### config.mk
export PLATFORM = sky130hd
export DESIGN_NAME = sram_ecc_ctrl
export DESIGN_NICKNAME = d
export VERILOG_FILES = /design/src/rtl/ecc_pkg.sv /design/src/rtl/secded_enc.sv /design/src/rtl/secded_dec.sv /design/src/rtl/ecc_err_log.sv /design/src/rtl/sram_ecc_ctrl.sv
export SDC_FILE = /design/constraint.sdc
export NUM_CORES = 1
export LEC_CHECK = 0
export ABC_CLOCK_PERIOD_IN_PS = 4820
export CAP_MARGIN = 40
export CELL_PAD_IN_SITES_DETAIL_PLACEMENT = 1
export CELL_PAD_IN_SITES_GLOBAL_PLACEMENT = 2
export CORE_ASPECT_RATIO = 1.75
export CORE_MARGIN = 4
export CORE_UTILIZATION = 34
export CTS_BUF_LIST = sky130_fd_sc_hd__clkbuf_2 sky130_fd_sc_hd__clkbuf_4 sky130_fd_sc_hd__clkbuf_8
export CTS_CLUSTER_SIZE = 24
export DETAILED_ROUTE_END_ITERATION = 6
export PLACE_DENSITY = 0.89
export RECOVER_POWER = 100
export SYNTH_ARGS = -nofsm -noshare
export SYNTH_HDL_FRONTEND = slang
export SYNTH_SLANG_ARGS = --single-unit
### constraint.sdc
create_clock -name clk -period 4.82 [get_ports clk]
set_input_delay 0.723 -clock clk [delete_from_list [all_inputs] [get_ports clk]]
set_output_delay 0.723 -clock clk [all_outputs]
set_load 0.01 [all_outputs]
### src/rtl/ecc_pkg.sv
package ecc_pkg;
    localparam int DATA_W = 32;
    localparam int BYTES  = DATA_W / 8;
    localparam int POS_W  = 6;
    localparam int CW_W   = DATA_W + POS_W + 1;
    localparam int SYN_W  = POS_W + 1;

    typedef enum logic [2:0] {
        ST_IDLE,
        ST_WR_ACK,
        ST_DW_HI,
        ST_RD_DATA,
        ST_RMW_RD,
        ST_RMW_WR,
        ST_RMW_FAIL
    } ctl_state_t;
endpackage

### src/rtl/secded_enc.sv
module secded_enc
    import ecc_pkg::*;
(
    input  logic [DATA_W-1:0] data_i,
    output logic [CW_W-1:0]   cw_o
);
    logic [CW_W-1:0]  cw;
    logic [POS_W-1:0] syn;
    int j;

    always_comb begin
        cw = '0;
        j  = 0;
        // place data bits at non-power-of-two indices
        for (int p = 1; p < CW_W; p++) begin
            if ((p & (p - 1)) != 0) begin
                cw[p] = data_i[j];
                j++;
            end
        end
        syn = '0;
        for (int p = 1; p < CW_W; p++) begin
            if (cw[p]) syn = syn ^ POS_W'(p);
        end
        for (int i = 0; i < POS_W; i++) begin
            cw[1 << i] = syn[i];
        end
        cw[0] = ^cw[CW_W-1:1];
        cw_o  = cw;
    end
endmodule

### src/rtl/secded_dec.sv
module secded_dec
    import ecc_pkg::*;
(
    input  logic [CW_W-1:0]   cw_i,
    output logic [DATA_W-1:0] data_o,
    output logic              ce_o,
    output logic              ue_o,
    output logic [SYN_W-1:0]  syn_o
);
    logic [POS_W-1:0] s;
    logic             pe;
    logic [CW_W-1:0]  fixed;
    int j;

    always_comb begin
        s = '0;
        for (int p = 1; p < CW_W; p++) begin
            if (cw_i[p]) s = s ^ POS_W'(p);
        end
        pe   = ^cw_i;
        ce_o = pe && (int'(s) < CW_W);
        ue_o = (!pe && (s != '0)) || (pe && (int'(s) >= CW_W));
        fixed = cw_i;
        for (int p = 0; p < CW_W; p++) begin
            if (ce_o && (int'(s) == p)) fixed[p] = ~fixed[p];
        end
        data_o = '0;
        j = 0;
        for (int p = 1; p < CW_W; p++) begin
            if ((p & (p - 1)) != 0) begin
                data_o[j] = fixed[p];
                j++;
            end
        end
        syn_o = {pe, s};
    end
endmodule

### src/rtl/ecc_err_log.sv
module ecc_err_log
    import ecc_pkg::*;
#(
    parameter int ADDR_W = 10
) (
    input  logic              clk,
    input  logic              rst_n,
    input  logic              chk_valid,
    input  logic              ce_in,
    input  logic              ue_in,
    input  logic [ADDR_W-1:0] addr_in,
    input  logic [SYN_W-1:0]  syn_in,
    input  logic [1:0]        clr,
    output logic              ce_flag,
    output logic              ue_flag,
    output logic [ADDR_W-1:0] err_addr,
    output logic [SYN_W-1:0]  err_syn,
    output logic              fault
);
    logic ce_ev, ue_ev;

    assign ce_ev = chk_valid && ce_in;
    assign ue_ev = chk_valid && ue_in;

    always_ff @(posedge clk or negedge rst_n) begin
        if (!rst_n) begin
            ce_flag  <= 1'b0;
            ue_flag  <= 1'b0;
            err_addr <= '0;
            err_syn  <= '0;
            fault    <= 1'b0;
        end else begin
            // a new event wins over a clear in the same cycle
            ce_flag <= (ce_flag && !clr[0]) || ce_ev;
            ue_flag <= (ue_flag && !clr[1]) || ue_ev;
            fault   <= ue_ev;
            if (ce_ev || ue_ev) begin
                err_addr <= addr_in;
                err_syn  <= syn_in;
            end
        end
    end

    assert_fault_flag_R7: assert property (@(posedge clk) disable iff (!rst_n)
        fault |-> ue_flag);

    assert_ce_sticky_R10: assert property (@(posedge clk) disable iff (!rst_n)
        (ce_flag && !clr[0]) |=> ce_flag);
endmodule

### src/rtl/sram_ecc_ctrl.sv
module sram_ecc_ctrl
    import ecc_pkg::*;
#(
    parameter int ADDR_W = 10
) (
    input  logic                  clk,
    input  logic                  rst_n,
    input  logic                  req_valid,
    output logic                  req_ready,
    input  logic                  req_we,
    input  logic                  req_dw,
    input  logic [BYTES-1:0]      req_be,
    input  logic [ADDR_W-1:0]     req_addr,
    input  logic [2*DATA_W-1:0]   req_wdata,
    output logic                  rsp_valid,
    output logic                  rsp_err,
    output logic [DATA_W-1:0]     rsp_rdata,
    output logic                  sram_en,
    output logic                  sram_we,
    output logic [ADDR_W-1:0]     sram_addr,
    output logic [CW_W-1:0]       sram_wdata,
    input  logic [CW_W-1:0]       sram_rdata,
    input  logic                  inj_load,
    input  logic [CW_W-1:0]       inj_mask,
    input  logic [1:0]            err_clr,
    output logic                  ce_flag,
    output logic                  ue_flag,
    output logic [ADDR_W-1:0]     err_addr,
    output logic [SYN_W-1:0]      err_syn,
    output logic                  fault
);
    ctl_state_t state_q, state_d;

    logic [ADDR_W-1:0]   addr_q;
    logic [2*DATA_W-1:0] wdata_q;
    logic [BYTES-1:0]    be_q;
    logic [DATA_W-1:0]   merged_q, merged_d;
    logic [CW_W-1:0]     inj_q;

    logic [DATA_W-1:0]   enc_data;
    logic [CW_W-1:0]     enc_cw;
    logic [DATA_W-1:0]   dec_data;
    logic                dec_ce, dec_ue;
    logic [SYN_W-1:0]    dec_syn;
    logic                accept, chk_valid;

    secded_enc u_enc (
        .data_i (enc_data),
        .cw_o   (enc_cw)
    );

    secded_dec u_dec (
        .cw_i   (sram_rdata),
        .data_o (dec_data),
        .ce_o   (dec_ce),
        .ue_o   (dec_ue),
        .syn_o  (dec_syn)
    );

    assign chk_valid = (state_q == ST_RD_DATA) || (state_q == ST_RMW_RD);

    ecc_err_log #(.ADDR_W(ADDR_W)) u_log (
        .clk       (clk),
        .rst_n     (rst_n),
        .chk_valid (chk_valid),
        .ce_in     (dec_ce),
        .ue_in     (dec_ue),
        .addr_in   (addr_q),
        .syn_in    (dec_syn),
        .clr       (err_clr),
        .ce_flag   (ce_flag),
        .ue_flag   (ue_flag),
        .err_addr  (err_addr),
        .err_syn   (err_syn),
        .fault     (fault)
    );

    // byte merge of corrected old word with new bytes
    for (genvar b = 0; b < BYTES; b++) begin : g_merge
        assign merged_d[8*b +: 8] = be_q[b] ? wdata_q[8*b +: 8] : dec_data[8*b +: 8];
    end

    assign accept     = req_valid && (state_q == ST_IDLE);
    assign sram_wdata = enc_cw ^ inj_q;

    // state register
    always_ff @(posedge clk or negedge rst_n) begin
        if (!rst_n) state_q <= ST_IDLE;
        else        state_q <= state_d;
    end

    // request capture, merge result and injection mask
    always_ff @(posedge clk or negedge rst_n) begin
        if (!rst_n) begin
            addr_q   <= '0;
            wdata_q  <= '0;
            be_q     <= '0;
            merged_q <= '0;
            inj_q    <= '0;
        end else begin
            if (accept) begin
                addr_q  <= req_addr;
                wdata_q <= req_wdata;
                be_q    <= req_be;
            end
            if (state_q == ST_RMW_RD) merged_q <= merged_d;
            if (inj_load)     inj_q <= inj_mask;
            else if (sram_we) inj_q <= '0;
        end
    end

    // outputs and next state
    always_comb begin
        state_d   = state_q;
        req_ready = 1'b0;
        sram_en   = 1'b0;
        sram_we   = 1'b0;
        sram_addr = addr_q;
        enc_data  = req_wdata[DATA_W-1:0];
        rsp_valid = 1'b0;
        rsp_err   = 1'b0;
        rsp_rdata = '0;
        unique case (state_q)
            ST_IDLE: begin
                req_ready = 1'b1;
                sram_addr = req_addr;
                if (req_valid) begin
                    sram_en = 1'b1;
                    if (!req_we) begin
                        state_d = ST_RD_DATA;
                    end else if (req_dw) begin
                        sram_we = 1'b1;
                        state_d = ST_DW_HI;
                    end else if (req_be == '1) begin
                        sram_we = 1'b1;
                        state_d = ST_WR_ACK;
                    end else begin
                        state_d = ST_RMW_RD;
                    end
                end
            end
            ST_WR_ACK: begin
                rsp_valid = 1'b1;
                state_d   = ST_IDLE;
            end
            ST_DW_HI: begin
                sram_en   = 1'b1;
                sram_we   = 1'b1;
                sram_addr = addr_q + 1'b1;
                enc_data  = wdata_q[2*DATA_W-1:DATA_W];
                rsp_valid = 1'b1;
                state_d   = ST_IDLE;
            end
            ST_RD_DATA: begin
                rsp_valid = 1'b1;
                rsp_err   = dec_ue;
                rsp_rdata = dec_data;
                state_d   = ST_IDLE;
            end
            ST_RMW_RD: begin
                state_d = dec_ue ? ST_RMW_FAIL : ST_RMW_WR;
            end
            ST_RMW_WR: begin
                sram_en   = 1'b1;
                sram_we   = 1'b1;
                enc_data  = merged_q;
                rsp_valid = 1'b1;
                state_d   = ST_IDLE;
            end
            ST_RMW_FAIL: begin
                rsp_valid = 1'b1;
                rsp_err   = 1'b1;
                state_d   = ST_IDLE;
            end
            default: state_d = ST_IDLE;
        endcase
    end

    assert_word_nowait_R2: assert property (@(posedge clk) disable iff (!rst_n)
        (accept && req_we && !req_dw && (req_be == '1)) |=> (rsp_valid && !rsp_err));

    assert_dw_upper_R3: assert property (@(posedge clk) disable iff (!rst_n)
        (accept && req_we && req_dw) |=>
            (sram_we && !req_ready && (sram_addr == ADDR_W'($past(req_addr) + 1'b1))));

    assert_read_nowait_R4: assert property (@(posedge clk) disable iff (!rst_n)
        (accept && !req_we) |=> rsp_valid);

    assert_rmw_abort_R8: assert property (@(posedge clk) disable iff (!rst_n)
        ((state_q == ST_RMW_RD) && dec_ue) |=> (!sram_we && rsp_valid && rsp_err));

    assert_inject_once_R11: assert property (@(posedge clk) disable iff (!rst_n)
        (sram_we && !inj_load) |=> (inj_q == '0));
endmodule

==> metrics.txt, run 1 <==
core area 0.0314 sq mm; GPL Wtd Cong 0.838; Final ANT Viol Nets 0; Avg WL per Cell 21.3 um; H-tree levels 4; DP Wirelength 29500 um; Die X 143 um; crit path cell chain clkdlybuf4s50_1 > xnor2_1 > xnor2_1 > xnor3_1 > xnor2_1 > buf_4 > nor2b_1 > nor4b_1 > xnor2_1 > nor2_1 > clkdlybuf4s50_1; Peak VDD IR 0.00332 V; Final nets 1551; Final Setup Violations 0; vias 9333; Post-synth EDFFs 0; met3 Resource Use GR 4.07%; Sw Share 41.5%; Slew @ Worst Pin 2.35 ns; WHS Path Cells 1; clock transition at the registers of the reported paths 0.09 ns; total congestion overflow 0; syn avg cell area 10.0 sq um; Async SR Flop Fraction 100%; Starting Density 34.4%; share of layout cells above drive strength 1 19.9%; first-pass GRT wire length 57700 um; FF-to-FF End wdata_q[43]; RR Startpoint state_q[1]; Die Span Y 244 um; failing checks capacitance limit, slew limit; Sequential Power Share 17.3%; internal power 8470 uW; Cell Area, Synth 0.0108 sq mm; combinational share of power 75.3%; final worst setup slack 0.107 ns; synthesized instance count 1075; Worst Hold Launch merged_q[25]; f_max 212 MHz; Syn Nets 1240; worst-skew pair later-pin latency 0.51 ns; drc violations 0; Relative slew margins -56.9%; startpoint types primary input; met1 Use GR 24.8%; vias in the first global route 10100; share of the synthesized area in the top cell type 39.9%; row count 86; Crit path max-delay family buffers and inverters; clock sinks 172; Total Routing Usage GR 21.6%; cell area power density 965 mW/mm^2; slowest stage delay, CP 0.58 ns; worst hold path endpoint merged_q[25]; CTS tree built; Synth cell types 65; final hold violations 0; final core occ 47.8%; via/cell ratio 5.19; maximum capacitance violations 2; setup slack, reg-to-reg 0.57 ns; WP buf/inv 3; Critical Path AT 3.99 ns; initial antenna violation count 5; clk_skew 0.0166 ns; Boundary Pins 270; GR Util met2 39.1%; iteration-0 DRC count of the detailed router 362; status finished with violations; worst reg2reg path depth 7; cell taking the most area after synthesis dfrtp_1; Fillers 3504; register area share after synthesis 39.9%; Static Leak 0.00607 uW; Slew Viols, Final 132; commonest non-fill, non-tap cell in the layout clkdlybuf4s50_1; TritonRoute pass-1 iters 4; Routed WL 38300 um; pre-CTS setup slack -0.0685 ns; worst-path fanout max 7; dominant cells by area after synthesis dfrtp_1 40%, xnor2_1 11%, mux2_2 9.0%, xor2_1 3.8%, nand2_1 3.4%; total CTS buffers 17; type of the tightest min-delay check flip-flop to flip-flop; IO Port Bufs 269; FF+latch count, synth 172; Setup CP Type primary input to primary output; largest net degree at the start of global routing 89; Worst EP required 4.10 ns; Worst path slowest cell clkdlybuf4s50_1; Root Driver clkbuf_8; Worst setup EP type primary output; Clock Path Buffers 2; Layout area overhead 39.1%; prevailing post-synth register cell dfrtp_1; fin crit share 97.8%; die area 0.0348 sq mm; Yosys warnings 0; Clk network pwr share 7.3%; GR peak layer met2; minimum clock period 4.71 ns; commonest cells after routing, fill and taps aside 244 x clkdlybuf4s50_1, 170 x dfrtp_1, 120 x xnor2_1, 98 x nand2_1, 86 x mux2_2; CP most frequent cell xnor2_1; switching pwr 6010 uW
[timing repair]
action	CTS	global route
hold endpoints to repair	4	0
hold buffers	1	0
cloned	1	2
gates resized for setup	13	35
setup endpoints to repair	5	21
buffers inserted	1	18
pin swaps	3	17
[final cells by class]
class,instances,area [sq um],area share (%)
clock inverter,12,126,0.842
inverter,10,37.5,0.250
tap,396,495,3.30
multi-input combinational,818,6290,41.9
antenna,2,5.00,0.0333
timing repair buffer,367,3470,23.1
sequential,172,4310,28.7
clock buffer,20,275,1.83
[worst max path at each step]
stage | start | cells past startpoint | endpoint
after floorplan | sram_rdata[25] | 10 | rsp_err
after global placement | sram_rdata[14] | 10 | rsp_rdata[31]
after detailed placement | sram_rdata[14] | 11 | rsp_err
after CTS | state_q[2] | 12 | sram_wdata[0]
after global routing | state_q[1] | 12 | sram_wdata[4]
final | sram_rdata[9] | 11 | rsp_rdata[31]
[cell usage after synthesis, types with 2 or more instances]
master and count:
nor3_1 30, clkinv_1 3, o21a_1 9, mux2_1 3
o22ai_1 21, buf_1 3, and2_1 4, a21o_1 30
buf_4 4, nand3_1 32, nand2b_1 14, nor2_1 76
nor2b_1 15, xnor2_1 130, nor3b_1 4, mux2i_1 2
o21ai_0 61, dfrtp_1 172, xnor2_4 3, nor4b_2 2
o31ai_1 8, a32o_1 14, mux2_2 86, nor4b_4 2
clkbuf_1 40, nand4_1 3, buf_6 10, xor3_1 2
a21oi_2 5, xnor3_1 7, nor4_1 2, buf_2 19
a221o_1 9, inv_1 7, a21oi_1 26, xnor2_2 8
nand2_1 99, xor2_1 47, a211oi_1 30, a211o_1 8
[through the flow]
step / hold slack (ns) / cell area, sq um / TNS [ns] / cells / power, uW
CTS: 0.488 / 14700 / -0.0365 / 1775 / 14100
detailed placement: 0.467 / 14200 / -0.0828 / 1740 / 12900
floorplan: 0.427 / 10800 / 0 / 1075 / 8520
global placement: 0.459 / 14200 / 0 / 1736 / 12600
global route: 0.500 / 15000 / -0.0778 / 1797 / 15400
finish: 0.482 / 15000 / 0 / 1797 / 14500
[registers in the layout, summed over array words and instances, names as in the netlist, 3 cells and up]
signal          cells
merged_q           32
be_q                4
wdata_q            64
inj_q              39
addr_q             10
u_log.err_syn       7
u_log.err_addr     10
state_q             3
[kinds of logic (layout without fill, tap and decap cells)]
group | count (synthesis) | count (layout) | share of synthesized area [%]
and+or+nand+nor | 294 | 295 | 13.2
AOI/OAI and AO/OA | 232 | 232 | 14.8
xor gates and xnor gates | 198 | 199 | 18.4
DFF | 172 | 172 | 39.9
muxes | 91 | 91 | 9.47
buffers and inverters | 87 | 409 | 4.09
adders and majority gates | 1 | 1 | 0.116
other | 0 | 2 | 0
[power groups by stage]
stage	clock (uW)	sequential (uW)	combinational [uW]
global placement	0	2500	10100
global route	1150	2590	11600
CTS	1090	2510	10500
finish	1060	2510	10900
floorplan	0	2420	6100
detailed placement	0	2530	10400
[layer usage]
layer / up-vias / share of wire, %
li1: 4374 / -
met1: 4641 / 39
met4: 6 / 3.5
met5: - / 0.073
met2: 244 / 53
met3: 68 / 4.3
Power figures use the tool's default switching activity.
==> run 2: changes to the inputs <==
- ABC_AREA: default -> 1
- CORE_UTILIZATION: 34 -> 30
==> metrics.txt, run 2 <==
final worst setup slack 0.179 ns; Most flops, register wdata_q; Clock Path Buffers 2; total power 11300 uW; Layout area overhead 39.7%; Avg WL per Cell 19.8 um; switching pwr 5860 uW; worst-path fanout max 4; Final Setup Violations 0; RSZ-0062 raised after global routing true; register area share after synthesis 35.8%; status finished with violations; CTS tree built; max reg flops 64; dominant cells by area after synthesis dfrtp_1 36%, nand2_1 22%, nand3_1 8.6%, inv_1 6.0%, xor2_1 4.5%; Final ANT Viol Nets 0; drc violations 0; final core occ 42.7%; Final nets 2328; Worst setup EP type primary output; Worst path slowest cell clkdlybuf4s50_1; DP Wirelength 43100 um; clk_skew 0.0242 ns; via/cell ratio 4.88; initial antenna violation count 8; syn avg cell area 6.63 sq um; internal power 5430 uW; CP most frequent cell nand2_1; cell taking the most area after synthesis dfrtp_1; Reg area 0.00431 sq mm; Setup CP Type primary input to primary output; slowest stage delay, CP 0.55 ns; commonest cells after routing, fill and taps aside 693 x nand2_1, 233 x clkdlybuf4s50_1, 206 x nand3_1, 187 x inv_1, 170 x dfrtp_1; fin crit share 96.3%; cell area power density 671 mW/mm^2; FF+latch count, synth 172; Worst EP required 4.10 ns; combinational share of power 67.9%; type of the tightest min-delay check flip-flop to flip-flop; synthesized instance count 1817; Yosys warnings 0; vias 13000; startpoint types primary input; Synth cell types 41; Syn Nets 1982; setup TNS 0 ns; Slew Viols, Final 202; count leader, synth nand2_1; final hold violations 0; most frequent cells after synthesis 706 x nand2_1, 208 x nand3_1, 191 x inv_1; die area 0.0435 sq mm; largest net degree at the start of global routing 80; first-pass GRT wire length 81300 um; vias in the first global route 14200; share of layout cells above drive strength 1 11.8%; Async SR Flop Fraction 100%; Relative slew margins -65.7%; core area 0.0394 sq mm; Routed WL 52800 um; Total Routing Usage GR 24.2%; Die Span Y 273 um; maximum capacitance violations 4; Slew @ Worst Pin 2.49 ns; total CTS buffers 17; Clk network pwr share 10.4%; pre-CTS setup slack -0.373 ns; prevailing post-synth register cell dfrtp_1; Boundary Pins 270; TritonRoute pass-1 iters 5; failing checks capacitance limit, slew limit; f_max 215 MHz; Fillers 5014; Cell Area, Synth 0.0120 sq mm; row count 96; Root Driver clkbuf_8; clock sinks 172; iteration-0 DRC count of the detailed router 547; share of the synthesized area in the top cell type 35.8%; Post-synth EDFFs 0; crit path cell chain clkdlybuf4s50_1 > xnor2_1 > buf_4 > xnor2_1 > or2_2 > nand3_1 > nand2_1 > inv_1 > nand2_1 > nand2_1 > nand2_2 > inv_1 > nand2_1 > nor2_2 > buf_4 > nand4_1 > a21oi_1 > clkdlybuf4s50_1; Sw Share 51.9%; Sequential Power Share 21.7%; Die X 159 um; Top Registers wdata_q (64), inj_q (39), merged_q (32); H-tree levels 4; Critical Path AT 3.92 ns; minimum clock period 4.64 ns; commonest non-fill, non-tap cell in the layout nand2_1; clock transition at the registers of the reported paths 0.10 ns; total congestion overflow 0; GPL Wtd Cong 0.908; worst-skew pair later-pin latency 0.54 ns; IO Port Bufs 269; Starting Density 30.6%; Static Leak 0.00873 uW; Multi-input gate area 0.00699 sq mm; Peak VDD IR 0.000466 V
## run 2: cell families (layout without fill, tap and decap cells)
kind of cell	Yosys count	in the layout	share of synthesized area (%)
and+or+nand+nor	1088	1088	37.9
buffers and inverters	269	628	8.87
DFF	172	172	35.8
AOI/OAI and AO/OA	164	164	7.31
xor gates and xnor gates	123	123	10.1
adders and majority gates	1	1	0.104
other	0	7	0
## run 2: layout make-up
| type | count | share of cell area [%] |
|---|---|---|
| multi-input combinational | 1376 | 41.5 |
| sequential | 172 | 25.6 |
| clock buffer | 17 | 1.39 |
| clock inverter | 15 | 1.27 |
| antenna | 7 | 0.104 |
| timing repair buffer | 392 | 21.8 |
| tap | 490 | 3.65 |
| inverter | 204 | 4.61 |
## run 2: timing repair
item	CTS	global route
setup endpoints to repair	15	31
hold buffers	1	0
pin swaps	1	5
resized for setup	37	51
endpoints found under the hold margin	17	0
buffers inserted	1	4
## run 2: worst paths after layout
kind | startpoint | to | slack (ns) | cells past startpoint
min | merged_q[29] | merged_q[29] | 0.49 | 2
max reg2reg | state_q[1] | inj_q[16] | 0.78 | 11
min reg2reg | merged_q[29] | merged_q[29] | 0.49 | 2
min in group asynchronous | rst_n | u_log.ue_flag | 0.84 | 2
max in group asynchronous | rst_n | state_q[2] | 1.26 | 4
max | sram_rdata[37] | rsp_rdata[28] | 0.18 | 18
## run 2: worst max-delay path: cells and delay by family
family,cells,cell delay (ns)
xor+xnor,2,0.23
simple gates,9,1.22
buf+inv,6,1.56
compound gates,1,0.18
## run 2: per-layer routing
| metal | track usage, % | part of all wire [%] | vias to the layer above | wire length [um] |
|---|---|---|---|---|
| li1 | - | - | 6381 | - |
| met1 | 24.5 | 36 | 6309 | 18800 |
| met2 | 47.2 | 56 | 265 | 29400 |
| met3 | 3.82 | 3.4 | 91 | 1800 |
| met4 | 12.3 | 5.3 | 2 | 2800 |
| met5 | 0 | 0.015 | - | 8 |
## run 2: power by group through the flow
stage / sequential [uW] / clock (uW) / combinational (uW)
2_1_floorplan: 2340 / 0 / 4410
3_3_place_gp: 2450 / 0 / 7410
3_5_place_dp: 2470 / 0 / 7620
4_1_cts: 2450 / 1210 / 7740
5_1_grt: 2520 / 1260 / 8510
6_report: 2450 / 1170 / 7670
## run 2: stage by stage
stage	instance area [sq um]	instances	hold slack, ns
floorplan	12000	1817	0.427
global placement	16000	2627	0.449
detailed placement	16000	2628	0.462
CTS	16600	2662	0.489
global route	16800	2671	0.510
finish	16800	2673	0.490
==> run 3: changes to the inputs <==
- GPL_TIMING_DRIVEN: default -> 0
- TNS_END_PERCENT: default -> 10
==> metrics.txt, run 3 (synthesized netlist as in run 2, its figures left out) <==
pre-CTS setup slack -0.713 ns; via/cell ratio 4.96; Die X 159 um; commonest cells after routing, fill and taps aside 695 x nand2_1, 230 x clkdlybuf4s50_1, 191 x nand3_1, 189 x inv_1, 169 x dfrtp_1; Routed WL 55400 um; status finished with violations; placed cell area 0.0154 sq mm; Boundary Pins 270; initial antenna violation count 10; Total Routing Usage GR 24.7%; CTS Hold Bufs 0; largest net degree at the start of global routing 100; Root Driver clkbuf_8; Layout area overhead 39.2%; Final Setup Violations 0; vias 13100; cell area power density 684 mW/mm^2; f_max 209 MHz; clk_skew 0.0237 ns; Slew @ Worst Pin 4.28 ns; minimum clock period 4.79 ns; Clock Path Buffers 2; worst-path fanout max 6; Worst EP required 4.10 ns; Peak VDD IR 0.000363 V; TritonRoute pass-1 iters 5; fin crit share 99.4%; commonest non-fill, non-tap cell in the layout nand2_1; Most flops, register wdata_q; row count 96; Final nets 2294; Setup CP Type primary input to primary output; Critical Path AT 4.07 ns; failing checks capacitance limit, slew limit; CTS tree built; final worst setup slack 0.0298 ns; Static Leak 0.00849 uW; Top Registers wdata_q (64), inj_q (39), merged_q (32); startpoint types primary input; type of the tightest min-delay check flip-flop to flip-flop; drc violations 0; GPL Wtd Cong 0.970; RSZ-0062 raised after global routing true; Avg WL per Cell 21.0 um; post-route cell area 0.0168 sq mm; total CTS buffers 17; first-pass GRT wire length 81500 um; core area 0.0394 sq mm; IO Port Bufs 269; total congestion overflow 0; die area 0.0435 sq mm; H-tree levels 4; Worst setup EP type primary output; vias in the first global route 14000; Starting Density 30.6%; Slew Viols, Final 74; iteration-0 DRC count of the detailed router 460; max reg flops 64; worst-skew pair later-pin latency 0.55 ns; maximum capacitance violations 1; Final ANT Viol Nets 0; clock sinks 172; share of layout cells above drive strength 1 10.3%; Relative slew margins -185%; DP Wirelength 46300 um; final hold violations 0; clock transition at the registers of the reported paths 0.11 ns; Die Span Y 273 um
-- run 3: cell count changes in the layout (fill, tap and decap cells not counted), sizes merged, moves of 2 or more --
cell,previous run,this run
buf,113,40
clkbuf,27,67
clkdlybuf4s50,233,230
clkinv,10,12
diode,7,10
dlygate4sd2,1,6
dlygate4sd3,23,20
-- run 3: report_power, final --
part / internal, uW / switching (uW) / total, uW
sequential: 2050 / 376 / 2430
combinational: 2920 / 4960 / 7880
clock: 423 / 742 / 1160
-- run 3: per-layer routing --
layer | GRT usage [%] | part of all wire (%) | vias to the layer above
li1 | - | - | 6338
met1 | 22.9 | 33 | 6352
met2 | 50.7 | 58 | 309
met3 | 3.33 | 3.3 | 107
met4 | 14.0 | 5.7 | 0
met5 | 0 | 0 | -
-- run 3: final cells by class --
class,instances,area [sq um]
fill,4985,22600
multi-input combinational,1376,7270
sequential,172,4310
timing repair buffer,293,2950
inverter,204,769
tap,490,613
buffer,65,369
clock buffer,17,234
clock inverter,15,221
antenna,10,25.0
-- run 3: critical path, cell delays in order --
cell and delay (ns):
clkdlybuf4s50_1 0.52, xnor2_2 0.23, xnor2_2 0.32, xnor2_1 0.20, nand3b_1 0.24, nand2_4 0.15, nand2_1 0.20, nor3_2 0.26
nand2_1 0.17, xnor2_2 0.29, inv_1 0.08, nor2_1 0.11, clkdlybuf4s50_1 0.56
-- run 3: path summary, 6_finish.rpt --
check / start / end / slack [ns] / cells after the start
worst max-delay path: sram_rdata[7] / rsp_rdata[22] / 0.03 / 13
worst min-delay path: wdata_q[25] / wdata_q[25] / 0.49 / 2
worst max register to register: state_q[0] / wdata_q[2] / 1.53 / 9
worst min register to register: wdata_q[25] / wdata_q[25] / 0.49 / 2
max in group asynchronous: rst_n / inj_q[3] / 0.73 / 1
min in group asynchronous: rst_n / u_log.ce_flag / 1.63 / 1
-- run 3: what timing repair did --
action	4_1_cts	5_1_grt
gates resized for setup	66	103
cloned	0	1
buffers inserted	4	17
setup endpoints to repair	35	31
pin swaps	6	23
-- run 3: per-stage QoR --
stage               TNS [ns]  total power (uW)  std cells  hold WS [ns]  util (%)
detailed placement    -13.86              9910       2578         0.459      39.0
CTS                  -0.0806             11300       2614         0.118      41.0
global route           -1.06             12400       2640         0.522      42.5
floorplan                  0              6740       1817         0.427         -
finish                     0             11500       2642         0.486      42.5
global placement     -758.02              9680       2576         0.449      38.9
